$ cat config.mk
export PLATFORM = sky130hd
export DESIGN_NAME = ebb_dispatch
export DESIGN_NICKNAME = d
export VERILOG_FILES = /design/src/rtl/ebb_pkg.sv /design/src/rtl/ebb_ctrl.sv /design/src/rtl/ebb_regs.sv /design/src/rtl/ebb_dispatch.sv
export SDC_FILE = /design/constraint.sdc
export NUM_CORES = 1
export LEC_CHECK = 0
export ABC_AREA = 1
export BUFFER_PORTS_ARGS = -buffer_cell sky130_fd_sc_hd__buf_4
export CORE_MARGIN = 2
export CORE_UTILIZATION = 35
export CTS_CLUSTER_SIZE = 25
export DETAILED_ROUTE_END_ITERATION = 7
export GPL_ROUTABILITY_DRIVEN = 1
export PLACE_DENSITY_LB_ADDON = 0.2
export REMOVE_ABC_BUFFERS = 1
export SETUP_SLACK_MARGIN = 0.3
export SLEW_MARGIN = 15
export SYNTH_ARGS = -nofsm -noshare
export SYNTH_HDL_FRONTEND = slang
export SYNTH_SLANG_ARGS = --single-unit
$ cat constraint.sdc
create_clock -name clk -period 4.4 [get_ports clk]
set_input_delay 1.32 -clock clk [delete_from_list [all_inputs] [get_ports clk]]
set_output_delay 1.32 -clock clk [all_outputs]
set_load 0.05 [all_outputs]
$ cat src/rtl/ebb_pkg.sv
package ebb_pkg;
  localparam int ADDR_W   = 64;
  localparam int GE_BIT   = 63;
  localparam int PME_BIT  = 32;
  localparam int PMEO_BIT = 0;

  typedef enum logic [1:0] {
    SEL_HANDLER = 2'd0,
    SEL_RETURN  = 2'd1,
    SEL_STATUS  = 2'd2,
    SEL_NONE    = 2'd3
  } regSel_e;

  typedef struct packed {
    logic take;
    logic rearm;
    logic wrHandler;
    logic wrReturn;
    logic wrStatus;
  } ctrlStrobe_t;
endpackage

$ cat src/rtl/ebb_ctrl.sv
module ebb_ctrl
  import ebb_pkg::*;
(
  input  logic        clk,
  input  logic        rstN,
  input  logic        pmIrq,
  input  logic        userMode,
  input  logic        facEn,
  input  logic        mmcrEbe,
  input  logic        geBit,
  input  logic        pmeBit,
  input  logic        rearm,
  input  logic        wrEn,
  input  logic [1:0]  wrSel,
  output ctrlStrobe_t strobe,
  output logic        pendingQ,
  output logic        redirectQ
);
  logic enablesOk;
  logic takeNow;
  logic wrAllowed;

  assign enablesOk = userMode & facEn & mmcrEbe & geBit & pmeBit;
  assign takeNow   = pendingQ & enablesOk & ~rearm;
  assign wrAllowed = wrEn & ~takeNow & ~rearm;

  always_comb begin
    strobe.take      = takeNow;
    strobe.rearm     = rearm;
    strobe.wrHandler = wrAllowed & (regSel_e'(wrSel) == SEL_HANDLER);
    strobe.wrReturn  = wrAllowed & (regSel_e'(wrSel) == SEL_RETURN);
    strobe.wrStatus  = wrAllowed & (regSel_e'(wrSel) == SEL_STATUS);
  end

  always_ff @(posedge clk) begin
    if (!rstN) begin
      pendingQ  <= 1'b0;
      redirectQ <= 1'b0;
    end else begin
      pendingQ  <= pmIrq | (pendingQ & ~takeNow);
      redirectQ <= takeNow | rearm;
    end
  end
endmodule

$ cat src/rtl/ebb_regs.sv
module ebb_regs
  import ebb_pkg::*;
#(
  parameter int W = ADDR_W
) (
  input  logic         clk,
  input  logic         rstN,
  input  ctrlStrobe_t  strobe,
  input  logic [W-1:0] curNia,
  input  logic [W-1:0] wrData,
  output logic [W-1:0] handlerQ,
  output logic [W-1:0] returnQ,
  output logic [W-1:0] statusQ,
  output logic [W-1:0] targetQ,
  output logic         geBit,
  output logic         pmeBit
);
  localparam int ALIGN_BITS = 2;

  assign geBit  = statusQ[GE_BIT];
  assign pmeBit = statusQ[PME_BIT];

  always_ff @(posedge clk) begin
    if (!rstN) begin
      handlerQ <= '0;
      returnQ  <= '0;
      statusQ  <= '0;
      targetQ  <= '0;
    end else begin
      if (strobe.take) begin
        returnQ            <= curNia;
        targetQ            <= handlerQ;
        statusQ[GE_BIT]    <= 1'b0;
        statusQ[PMEO_BIT]  <= 1'b1;
      end else if (strobe.rearm) begin
        targetQ            <= returnQ;
        statusQ[GE_BIT]    <= 1'b1;
      end else begin
        if (strobe.wrHandler) handlerQ <= {wrData[W-1:ALIGN_BITS], {ALIGN_BITS{1'b0}}};
        if (strobe.wrReturn)  returnQ  <= wrData;
        if (strobe.wrStatus)  statusQ  <= wrData;
      end
    end
  end
endmodule

$ cat src/rtl/ebb_dispatch.sv
module ebb_dispatch
  import ebb_pkg::*;
(
  input  logic              clk,
  input  logic              rstN,
  input  logic              pmIrq,
  input  logic              userMode,
  input  logic              facEn,
  input  logic              mmcrEbe,
  input  logic [ADDR_W-1:0] curNia,
  input  logic              rearm,
  input  logic              wrEn,
  input  logic [1:0]        wrSel,
  input  logic [ADDR_W-1:0] wrData,
  output logic              redirect,
  output logic [ADDR_W-1:0] redirectAddr,
  output logic [ADDR_W-1:0] handlerAddr,
  output logic [ADDR_W-1:0] returnAddr,
  output logic [ADDR_W-1:0] statusReg,
  output logic              pending
);
  ctrlStrobe_t strobe;
  logic geBit;
  logic pmeBit;

  ebb_ctrl u_ctrl (
    .clk(clk), .rstN(rstN), .pmIrq(pmIrq), .userMode(userMode),
    .facEn(facEn), .mmcrEbe(mmcrEbe), .geBit(geBit), .pmeBit(pmeBit),
    .rearm(rearm), .wrEn(wrEn), .wrSel(wrSel), .strobe(strobe),
    .pendingQ(pending), .redirectQ(redirect)
  );

  ebb_regs #(.W(ADDR_W)) u_regs (
    .clk(clk), .rstN(rstN), .strobe(strobe), .curNia(curNia),
    .wrData(wrData), .handlerQ(handlerAddr), .returnQ(returnAddr),
    .statusQ(statusReg), .targetQ(redirectAddr), .geBit(geBit),
    .pmeBit(pmeBit)
  );
endmodule

==> flow_summary.ini <==
[outcome]
status = complete, no violations

[setup_path]
cp.required_ps = 4880
crit_slowest_cell = inv_4
endpoint_kind = register
path_cells = buf_4, nand2_1, nor2_2, nand3_4, inv_4, buf_12, nand2_1, nand3_1, nand2_1, inv_1
worst-r2r-setup-slack_ps = 1960
crit_path_start_kind = primary input
crit_type = in -> reg
path_common_cell = nand2_1
cp_slowest_stage_delay_ps = 540
arrival_ps = 3420
cp_max_fo = 46

[routing]
vias = 12200
dr.max_layer_used = met4
routed_wl_um = 42700
drtPass1Iterations = 6
wl_met3_um = 3470
drtIter0Drc = 674
vias_per_cell = 4.82
drt-met1-wl_um = 17300
drc = 0
antenna_left = 0
wl_per_cell_um = 16.9
wl_met2_um = 20500

[clock_network]
cts.htree.levels = 1
cts_hold_buffers = 0
root_buffer = clkbuf_16
cts_buffers = 29
cts.sinks = 256
post_cts.repair.setup_buffers = 0
insertion_delay_ps = 550
cts_tree = built
clock_path_buffers = 3
cts.reportedPaths.clkPinSlew_ps = 60
cts.repair.resized = 0

[cells_and_area]
design_area_um2 = 15700
synthToLayoutAreaGrowth_pct = 36.2
mostFrequentLayoutCell = nand2_1
fin_cells = 2523
drive_gt1_share_pct = 22.8
final_cell_mix = nand2_1 (576), buf_4 (408), dfxtp_1 (256), nor2_1 (254), inv_1 (193)
fin_nets = 2199
utilization_pct = 48.2

[sta]
fin_worst_skew_ps = 9.21
worst_slew_pin_slew_ps = 910
timing.final.crit_share_pct = 66.6
relSlewSlack_pct = 39.3
tns_ps = 0
fmax_mhz = 341
post-route-min-period_ps = 2930
maxSlewViolCount = 0
layout_setup_ws_ps = 1470
fin_hold_ws_ps = 462
setup_viol = 0
hold_viol_final = 0
rsz0062_at_grt = no

[global_route]
grt_antenna_before_repair = 1
grtUsageTotal_pct = 24.0
grt_pass1_vias = 11400
overflow = 0
grt_pass1_wl_um = 65000
grt_max_degree = 128

[synth]
ys_seq_area_share_pct = 44.6
ys_ff_latch = 256
postSynthCellCount = 1746
async_reset_ff_share_pct = 0
synth_area_um2 = 11500
postSynthAreaPerCell_um2 = 6.58
synth_edf_count = 0
ys.flop_type = dfxtp_1
ys_types = 21
synth_warnings = 0

[place]
place_inst = 2472
place_congestion = 0.797
place_hpwl_um = 27000
place_ws_ps = 917
portBuffers = 393
place_area_um2 = 14600

[die]
initial_utilization_pct = 35.4
num_rows = 66
die_w_um = 185
core-area_um2 = 32500
die_y_um = 185
ios = 396
die_area_um2 = 34300

[power]
total_power_mw = 5.59
intPower_mw = 4.15
power_frac_clock_pct = 46.2
p_sw_mw = 1.44
p_sw_share_pct = 25.7
power_leakage_nw = 7.67
p_comb_share_pct = 11.0
ir_worst_vdd_v = 0.000261
p_seq_share_pct = 42.8
p_per_area_nw_per_um2 = 357

[run]
cap_violations = 0

[min_path]
hold_class = reg -> reg
## critical path, delay by kind of cell
kind / cells / cell delay, ps
buffers and inverters: 4 / 990
AND/OR/NAND/NOR: 6 / 1030
## final timing paths
| check | startpoint | to | depth (start not counted) |
|---|---|---|---|
| worst min-delay path | u_regs.statusQ[40]$_SDFFE_PN0P_ | u_regs.statusQ[40]$_SDFFE_PN0P_ | 2 |
| worst max-delay path | userMode | u_regs.targetQ[21]$_SDFFE_PN0N_ | 10 |
| worst max register to register | u_ctrl.pendingQ$_SDFF_PN0_ | u_regs.targetQ[21]$_SDFFE_PN0N_ | 9 |
| worst min register to register | u_regs.statusQ[40]$_SDFFE_PN0P_ | u_regs.statusQ[40]$_SDFFE_PN0P_ | 2 |
## synthesized netlist by cell type, types with 2 or more instances
| library cell | n | area share (%) |
|---|---|---|
| nand4_1 | 126 | 6.9 |
| inv_2 | 3 | 0.098 |
| a21oi_1 | 129 | 5.6 |
| nand3_2 | 2 | 0.17 |
| buf_6 | 6 | 0.59 |
| nand3_1 | 65 | 2.8 |
| inv_1 | 194 | 6.3 |
| buf_4 | 18 | 1.2 |
| dfxtp_1 | 256 | 45 |
| buf_2 | 45 | 2.0 |
| buf_1 | 6 | 0.20 |
| clkbuf_1 | 57 | 1.9 |
| nand2_1 | 577 | 19 |
| nor2_1 | 255 | 8.3 |
## power groups by stage
stage / registers [mW] / logic [mW] / clock network (mW)
after CTS: 2.39 / 0.616 / 2.64
after floorplan: 2.59 / 0.149 / 0
final: 2.39 / 0.613 / 2.58
after detailed placement: 2.44 / 0.614 / 0
after global routing: 2.40 / 0.654 / 2.73
after global placement: 2.44 / 0.610 / 0
## registers in the layout (all words and copies together), names as in the netlist
register / flops
u_ctrl.pendingQ: 1
u_ctrl.redirectQ: 1
u_regs.handlerQ: 62
u_regs.returnQ: 64
u_regs.statusQ: 64
u_regs.targetQ: 64
## per-layer routing
metal / up-vias / GRT usage (%)
li1: 6044 / -
met1: 5623 / 29.0
met2: 424 / 41.1
met3: 80 / 5.94
met4: 0 / 8.48
met5: - / 0
## cell type report
cell class              count  area [µm²]
multi-input cells        1161        5010
inverters                 198         753
clock buffers              39         823
repair buffers            415        3200
well taps                 442         553
diodes                      1        2.50
flip-flops and latches    256        5120
clock inverters            11         183
fillers                  3322       16800
## logic make-up after synthesis
group / synth area share [%]
flops: 44.6
simple gates: 37.5
other cells: 0.0326
buf+inv: 12.3
compound gates: 5.66
Note: power is estimated with default switching activity, not from simulation.
